File: src/rtl/addr_bank_pkg.sv
`timescale 1ns/1ps
// Package: shared function encoding for the address register bank.
// Assumes a 2-bit function code used identically by every register.
package addr_bank_pkg;

    typedef enum logic [1:0] {
        FN_CLR  = 2'b00,
        FN_LOAD = 2'b01,
        FN_INC  = 2'b10,
        FN_DEC  = 2'b11
    } bank_func_e;

endpackage

File: src/rtl/addr_reg_cell.sv
`timescale 1ns/1ps
// Module: addr_reg_cell
// One address register that applies clear, load, increment or decrement when enabled.
// Assumes a synchronous active-low reset. Arithmetic wraps modulo 2**DATA_W.
module addr_reg_cell
    import addr_bank_pkg::*;
#(
    parameter int DATA_W = 8
) (
    input  logic              clk,
    input  logic              rst_n,
    input  logic              en,
    input  bank_func_e        func,
    input  logic [DATA_W-1:0] d,
    output logic [DATA_W-1:0] q
);

    localparam logic [DATA_W-1:0] ONE = DATA_W'(1);

    // Register update: reset first, then the selected function when enabled.
    always_ff @(posedge clk) begin
        if (!rst_n) begin
            q <= '0;
        end else if (en) begin
            case (func)
                FN_CLR:  q <= '0;
                FN_LOAD: q <= d;
                FN_INC:  q <= q + ONE;
                FN_DEC:  q <= q - ONE;
                default: q <= q;
            endcase
        end
    end

endmodule

File: src/rtl/addr_out_mux.sv
`timescale 1ns/1ps
// Module: addr_out_mux
// Combinational read port. Select values beyond the last register fall back to register 0.
// Assumes register 0 is the program counter, which makes it the alias target.
module addr_out_mux #(
    parameter int DATA_W   = 8,
    parameter int NUM_REGS = 3,
    parameter int SEL_W    = 2
) (
    input  logic [NUM_REGS-1:0][DATA_W-1:0] regs_i,
    input  logic [SEL_W-1:0]                sel,
    output logic [DATA_W-1:0]               out
);

    // Read selection: default to register 0, override on a matching code.
    always_comb begin
        out = regs_i[0];
        for (int i = 0; i < NUM_REGS; i++) begin
            if (sel == SEL_W'(i)) out = regs_i[i];
        end
    end

endmodule

File: src/rtl/addr_reg_bank.sv
`timescale 1ns/1ps
// Module: addr_reg_bank
// Three address registers (program counter, address register, stack pointer) with a
// per-register enable mask, a shared function code and two independent read ports.
// Assumes all controls are synchronous to clk. The reset is synchronous, active low.
module addr_reg_bank
    import addr_bank_pkg::*;
#(
    parameter int DATA_W   = 8,
    parameter int NUM_REGS = 3,
    parameter int SEL_W    = 2
) (
    input  logic                clk,
    input  logic                rst_n,
    input  logic [DATA_W-1:0]   data_in,
    input  logic [NUM_REGS-1:0] reg_mask,
    input  logic [1:0]          func_sel,
    input  logic [SEL_W-1:0]    sel_c,
    input  logic [SEL_W-1:0]    sel_d,
    output logic [DATA_W-1:0]   out_c,
    output logic [DATA_W-1:0]   out_d
);

    localparam int PORTS = 2;

    logic [NUM_REGS-1:0][DATA_W-1:0] regs_q;
    logic [PORTS-1:0][SEL_W-1:0]     port_sel;
    logic [PORTS-1:0][DATA_W-1:0]    port_out;
    bank_func_e                      func;

    assign func        = bank_func_e'(func_sel);
    assign port_sel[0] = sel_c;
    assign port_sel[1] = sel_d;
    assign out_c       = port_out[0];
    assign out_d       = port_out[1];

    // One storage cell per register, each gated by its own mask bit.
    for (genvar r = 0; r < NUM_REGS; r++) begin : g_reg
        addr_reg_cell #(.DATA_W(DATA_W)) u_cell (
            .clk  (clk),
            .rst_n(rst_n),
            .en   (reg_mask[r]),
            .func (func),
            .d    (data_in),
            .q    (regs_q[r])
        );
    end

    // One independent read multiplexer per output port.
    for (genvar p = 0; p < PORTS; p++) begin : g_port
        addr_out_mux #(
            .DATA_W  (DATA_W),
            .NUM_REGS(NUM_REGS),
            .SEL_W   (SEL_W)
        ) u_mux (
            .regs_i(regs_q),
            .sel   (port_sel[p]),
            .out   (port_out[p])
        );
    end

endmodule

File: config.mk
export PLATFORM = sky130hd
export DESIGN_NAME = addr_reg_bank
export DESIGN_NICKNAME = d
export VERILOG_FILES = /design/src/rtl/addr_bank_pkg.sv /design/src/rtl/addr_reg_cell.sv /design/src/rtl/addr_out_mux.sv /design/src/rtl/addr_reg_bank.sv
export SDC_FILE = /design/constraint.sdc
export NUM_CORES = 1
export LEC_CHECK = 0
export BUFFER_PORTS_ARGS = -buffer_cell sky130_fd_sc_hd__buf_4
export CAP_MARGIN = 10
export CORE_ASPECT_RATIO = 1.2
export CORE_MARGIN = 2
export CORE_UTILIZATION = 35
export DETAILED_ROUTE_END_ITERATION = 12
export PLACE_DENSITY = 0.65
export RECOVER_POWER = 50
export SYNTH_ARGS = -nofsm -noshare
export SYNTH_HDL_FRONTEND = slang
export SYNTH_SLANG_ARGS = --single-unit
File: constraint.sdc
create_clock -name clk -period 5.5 [get_ports clk]
set_input_delay 1.1 -clock clk [delete_from_list [all_inputs] [get_ports clk]]
set_output_delay 1.1 -clock clk [all_outputs]
set_load 0.1 [all_outputs]
==> results by group, run 1 <==
Timing
  – Final-report hold violation count: 0
  – Setup Skew: 0.00694 ns
  – Final worst-path cycle share: 70.4%
  – Max Fclk: 258 MHz
  – Minimum clock period: 3.87 ns
  – Fin Hold WS: 0.537 ns
  – Worst-Margin Slew: 0.950 ns
  – Unrepaired setup endpoints after global routing: false
  – Setup WS post-layout: 1.63 ns
  – Setup TNS: 0 ns
  – Slew HR: 36.6%
  – Final setup vio count: 0
  – Slew Limit Fails: 0

Yosys
  – Largest area contributor in the netlist: dfxtp_1
  – Post-synthesis sequential area ratio: 20.6%
  – Synth Area in Adders: 4.83%
  – Post-Synthesis Cells: 329
  – Async S/R FF share, synth: 0%
  – XOR/XNOR Fraction of Synth Area: 6.38%
  – Most frequent cell after synthesis: nor2_1
  – Top post-synthesis cells by count: nor2_1, nand2_1, a21oi_1, o21ai_0, dfxtp_1
  – Warnings from Yosys: 0
  – Yosys top cell area share: 20.6%
  – Synth Area in Compound Gates: 33.0%
  – Largest family of logic cells by synthesized area: compound AO/OA/AOI/OAI gates
  – Post-Synth Simple-Gate Area: 23.4%
  – Syn_nets: 357
  – Number of flops mapped to enable cells by yosys: 0
  – Mapped Area: 2330 um^2
  – Mean Syn Cell Area: 7.09 um^2
  – Post-synthesis mux area share: 2.84%
  – Largest cells by area after synthesis: dfxtp_1, a21oi_1, o21ai_0
  – Post-synthesis cell type count: 59
  – FF+latch count, synth: 24
  – Synth Flop Type: dfxtp_1

Route
  – Post-Route WL: 7.13 mm
  – Vias after detailed routing: 2489
  – Routed Antenna Nets: 0
  – DR DRC count: 0
  – Drt pass-1 iters: 4
  – DR iter-0 viols: 196
  – Vias per inst: 5.93
  – Avg WL per Cell: 17.0 um

Floorplan
  – Core area: 6450 um^2
  – Horiz. Die Dim: 78.5 um
  – Die height: 93.4 um
  – Area of the die: 7340 um^2
  – Boundary Pins: 35
  – Starting density of the core: 36.2%
  – Number of core rows: 32

Global routing
  – Vias in the first global route: 2320
  – First-pass GRT wire length: 11.6 mm
  – Initial antenna violation count: 0
  – Met2 layer usage reported by global route: 35.0%
  – Met1 Resource Use GR: 25.4%
  – Most crowded layer after global routing: met2
  – Largest net degree at the start of global routing: 31
  – Grt total ovfl: 0
  – Global Route met3 Usage: 1.74%
  – GRT Total Usage: 20.0%

Setup path
  – Worst EP arrival: 4.05 ns
  – Delay-heaviest family, CP: simple AND/OR/NAND/NOR gates
  – WS Path Type: in2reg
  – Crit path buffers/inverters: 2
  – Critical Path RT: 5.68 ns
  – Max incr delay on CP: 0.49 ns
  – CP Capture Type: flip-flop
  – Startpoint types: input pin
  – Max Fanout on Critical Path: 30
  – Highest-delay cell along the critical path: inv_1
  – Crit-path cells: buf_4 -> nand2_1 -> inv_1 -> ha_1 -> a21oi_1 -> mux2_4 -> nor4b_2 -> mux2i_1 -> o221ai_1 -> and2_1

Clock tree
  – Root buffer cell: clkbuf_8
  – Clk_lat worst skew: 0.28 ns
  – H-tree depth: 1
  – CTS tree: built
  – CTS buffer count: 3
  – Sink Count: 24
  – Max clock buf depth: 2
  – # Post-CTS Setup Buffers: 0
  – CTS Hold Buffers Added: 0
  – PostCTS Resize Cnt: 0
  – Clk slew on worst S/H paths: 0.10 ns

Placement
  – Number of port buffers: 34
  – Pre-CTS setup slack: 1.74 ns
  – Post-DP HPWL: 5.17 mm
  – GPL Wtd Cong: 0.900

Worst hold path
  – Hold/Removal Path Class: reg2reg

Finish
  – Area Overhead vs Synth: 10.4%
  – Max FFs per register: 24
  – Final core occ: 40.0%
  – # nets final: 364
  – Footprint of the multi-input gates: 1640 um^2
  – Fill cells: 693
  – Diode count: 0
  – Layout cells sized above 1: 14.6%
  – Biggest regs: g.u_cell.q (24)
  – Biggest register: g.u_cell.q
  – Register area: 480 um^2

Power and ir drop
  – Lkg Pwr: 1.01 nW
  – Max VDD drop: 0.000109 V
  – Pwr dens: 246 nW/um^2
  – Total power: 0.633 mW

Flow run
  – Number of max-cap violations: 0

Run status
  – Status: complete, no violations
## cell families (layout without fill, tap and decap cells)
| family | after synthesis | count (layout) |
|---|---|---|
| and+or+nand+nor | 112 | 112 |
| DFF | 24 | 24 |
| xor gates and xnor gates | 17 | 17 |
| adders and majority gates | 9 | 9 |
| buffers and inverters | 42 | 48 |
| muxes | 6 | 6 |
| AOI/OAI and AO/OA | 119 | 119 |
## area by class of cell
type / count / share of cell area, %
multi-input combinational: 263 / 63.7
sequential: 24 / 18.6
clock buffer: 4 / 2.14
inverter: 10 / 1.46
timing repair buffer: 34 / 9.91
tap: 85 / 4.13
## layout by cell type (no fill, tap or decap), types with 4 or more instances in the layout
cell type / Yosys / layout
xnor2_1: 12 / 12
a31oi_1: 10 / 10
nor2b_1: 5 / 5
nor3_1: 7 / 7
o31ai_1: 5 / 5
nand3_1: 8 / 8
dfxtp_1: 24 / 24
o221ai_1: 4 / 4
nand4_1: 5 / 5
nand2_1: 30 / 31
xor2_1: 5 / 5
a22oi_1: 6 / 6
nor2_1: 34 / 34
nand2b_1: 6 / 6
ha_1: 9 / 9
o21ai_0: 27 / 27
clkbuf_8: 0 / 4
mux2i_1: 4 / 4
o22ai_1: 14 / 14
buf_4: 2 / 34
nand3b_1: 4 / 4
inv_1: 8 / 9
a21oi_1: 27 / 27
## stage by stage
| step | instances | cell area (um^2) |
|---|---|---|
| 2_1_floorplan | 329 | 2330 |
| 5_1_grt | 420 | 2580 |
| 4_1_cts | 420 | 2580 |
| 3_3_place_gp | 416 | 2520 |
| 3_5_place_dp | 416 | 2520 |
| 6_report | 420 | 2580 |
## power by group
group | leakage, nW | total [mW] | internal [mW] | switching [mW]
registers | 0.198 | 0.214 | 0.187 | 0.0268
clock network | 0.0288 | 0.130 | 0.0641 | 0.0657
logic | 0.786 | 0.289 | 0.0902 | 0.199
total | 1.01 | 0.633 | 0.341 | 0.291
## per-layer routing
metal,vias up,routed length (um)
met5,-,0
met4,0,196
met3,21,347
met2,89,3610
met1,1163,2980
li1,1216,-
## path summary, 6_finish.rpt
kind,start,end,slack [ns],cells past startpoint
min,g_reg[0].u_cell.q[6],g_reg[0].u_cell.q[6],0.54,2
max,func_sel[1],g_reg[0].u_cell.q[7],1.63,10
min reg2reg,g_reg[0].u_cell.q[6],g_reg[0].u_cell.q[6],0.54,2
max reg2reg,g_reg[0].u_cell.q[6],g_reg[0].u_cell.q[7],3.30,7
## tightest hold or removal path: cells and delay by family, from the launching register on
kind	cells	cell delay, ns
compound gates	1	0.05
flops	1	0.36
simple gates	1	0.08
No activity file was read; power rests on OpenSTA's default activity.
==> run 2, diff against run 1 <==
==> constraint.sdc (replaced) <==
create_clock -name clk -period 4.04 [get_ports clk]
set_input_delay 0.808 -clock clk [delete_from_list [all_inputs] [get_ports clk]]
set_output_delay 0.808 -clock clk [all_outputs]
set_load 0.1 [all_outputs]
==> results by group, run 2 (same netlist as run 1, synthesis figures left out) <==
Run status
  – Status: complete, no violations (unchanged)

Finish
  – Area Overhead vs Synth: 11.4% (was 10.4%)
  – Fin area: 2600 um^2 (was 2580 um^2)
  – Layout cells sized above 1: 14.5% (was 14.6%)
  – Most frequent cells in the layout: nor2_1, buf_4, nand2_1 (unchanged)
  – # nets final: 366 (was 364)
  – Max FFs per register: 24 (unchanged)
  – Biggest regs: g.u_cell.q (24) (unchanged)
  – Biggest register: g.u_cell.q (unchanged)
  – Diode count: 0 (unchanged)

Global routing
  – Initial antenna violation count: 0 (unchanged)
  – Largest net degree at the start of global routing: 31 (unchanged)
  – GRT Total Usage: 19.4% (was 20.0%)
  – Vias in the first global route: 2279 (was 2320)
  – First-pass GRT wire length: 11.4 mm (was 11.6 mm)
  – Grt total ovfl: 0 (unchanged)

Clock tree
  – CTS buffer count: 3 (unchanged)
  – Max clock buf depth: 2 (unchanged)
  – Clk_lat worst skew: 0.28 ns (about the same)
  – H-tree depth: 1 (unchanged)
  – Sink Count: 24 (unchanged)
  – CTS tree: built (unchanged)
  – PostCTS Resize Cnt: 0 (unchanged)
  – CTS Hold Buffers Added: 0 (unchanged)
  – Root buffer cell: clkbuf_8 (unchanged)
  – Clk slew on worst S/H paths: 0.09 ns (was 0.10 ns)
  – # Post-CTS Setup Buffers: 0 (unchanged)

Setup path
  – CP Capture Type: flip-flop (unchanged)
  – Startpoint types: input pin (unchanged)
  – Max Fanout on Critical Path: 30 (unchanged)
  – Critical Path RT: 4.22 ns (was 5.68 ns)
  – WS Path Type: in2reg (unchanged)
  – Reg2reg path depth: 7 (unchanged)
  – Worst EP arrival: 3.33 ns (was 4.05 ns)

Floorplan
  – Number of core rows: 32 (unchanged)
  – Horiz. Die Dim: 78.5 um (unchanged)
  – Die height: 93.4 um (unchanged)
  – Core area: 6450 um^2 (unchanged)
  – Boundary Pins: 35 (unchanged)
  – Starting density of the core: 36.2% (unchanged)
  – Area of the die: 7340 um^2 (unchanged)

Timing
  – Minimum clock period: 3.16 ns
  – Slew HR: 44.2% (was 36.6%)
  – Unrepaired setup endpoints after global routing: false (unchanged)
  – Final-report hold violation count: 0 (unchanged)
  – Worst-Margin Slew: 0.837 ns (was 0.950 ns)
  – Setup Skew: 0.00455 ns (was 0.00694 ns)
  – Slew Limit Fails: 0 (unchanged)
  – Setup TNS: 0 ns (unchanged)
  – Final worst-path cycle share: 78.1%
  – Max Fclk: 317 MHz
  – Final setup vio count: 0 (unchanged)

Route
  – Met2 routed WL: 3.68 mm (was 3.61 mm)
  – Met3 wire length: 326 um (was 347 um)
  – Vias after detailed routing: 2542 (was 2489)
  – Vias per inst: 6.02 (was 5.93)
  – Routed Antenna Nets: 0 (unchanged)
  – Met1 wire length: 2.96 mm (was 2.98 mm)
  – Avg WL per Cell: 16.9 um (was 17.0 um)
  – DR iter-0 viols: 195 (was 196)
  – Post-Route WL: 7.12 mm (was 7.13 mm)
  – Top Layer Used: met4 (unchanged)
  – DR DRC count: 0 (unchanged)
  – Drt pass-1 iters: 5 (was 4)

Placement
  – GPL Wtd Cong: 0.871 (was 0.900)
  – Post-DP HPWL: 5.19 mm (was 5.17 mm)
  – DP Area: 2540 um^2 (was 2520 um^2)
  – Number of port buffers: 34 (unchanged)

Power and ir drop
  – Gate power share: 43.5% (was 45.7%)
  – Max VDD drop: 0.000157 V (was 0.000109 V)
  – Sequential share of power: 32.1% (was 33.8%)
  – Pwr dens: 349 nW/um^2 (was 246 nW/um^2)
  – P_sw: 0.398 mW (was 0.291 mW)
  – Clk network pwr share: 24.4% (was 20.5%)
  – Lkg Pwr: 1.02 nW (was 1.01 nW)
  – Sw Share: 43.8% (was 46.1%)
  – P_int: 0.510 mW (was 0.341 mW)

Flow run
  – Number of max-cap violations: 0 (unchanged)

Worst hold path
  – Hold/Removal Path Class: reg2reg (unchanged)
  – Hold Crit Depth: 2 (unchanged)
## run 2: changes by cell type in the layout (fill, tap and decap cells not counted), sizes merged
cell / delta
bufinv: +1
clkbuf: +1
## run 2: cell type report
type	count	area [um^2]
sequential	24	480
clock inverter	1	30.0
fill	678	3850
timing repair buffer	36	263
clock buffer	3	41.3
multi-input combinational	263	1640
tap	85	106
inverter	10	37.5
## run 2: routing by layer
layer  track usage (%)  vias up
met5                 0        -
met4              6.58        0
met3              1.54       12
met2              34.3       91
met1              24.6     1210
li1                  -     1229
## run 2: power by group through the flow
stage               Sequential (mW)  Clock [mW]  Combinational [mW]
global placement              0.295           0               0.390
CTS                           0.290       0.227               0.394
detailed placement            0.296           0               0.393
global route                  0.295       0.237               0.422
floorplan                     0.270           0               0.338
finish                        0.292       0.222               0.395
## run 2: final timing paths
kind / startpoint / to / slack (ns)
max: func_sel[1] / g_reg[0].u_cell.q[7] / 0.88
max reg2reg: g_reg[0].u_cell.q[6] / g_reg[0].u_cell.q[7] / 1.78
min: g_reg[0].u_cell.q[6] / g_reg[0].u_cell.q[6] / 0.53
min reg2reg: g_reg[0].u_cell.q[6] / g_reg[0].u_cell.q[6] / 0.53
## run 2: worst max-delay path: stages
cell and delay, ns:
buf_4 0.28, nand2_1 0.11, inv_1 0.32, ha_1 0.40, a21oi_1 0.26, mux2_4 0.32
nor4b_2 0.29, mux2i_1 0.22, o221ai_1 0.13, and2_1 0.17
## run 2: stage by stage
| stage | utilization (%) | cells | hold WS (ns) | setup WS (ns) | power, mW |
|---|---|---|---|---|---|
| after CTS | 40.5 | 422 | 0.530 | 1.10 | 0.911 |
| after global placement | 39.4 | 418 | 0.513 | 0.890 | 0.685 |
| after detailed placement | 39.4 | 418 | 0.516 | 0.806 | 0.688 |
| after floorplan | - | 329 | 0.472 | 0.387 | 0.608 |
| after global routing | 40.3 | 422 | 0.564 | 0.726 | 0.955 |
| final | 40.3 | 422 | 0.528 | 0.884 | 0.908 |
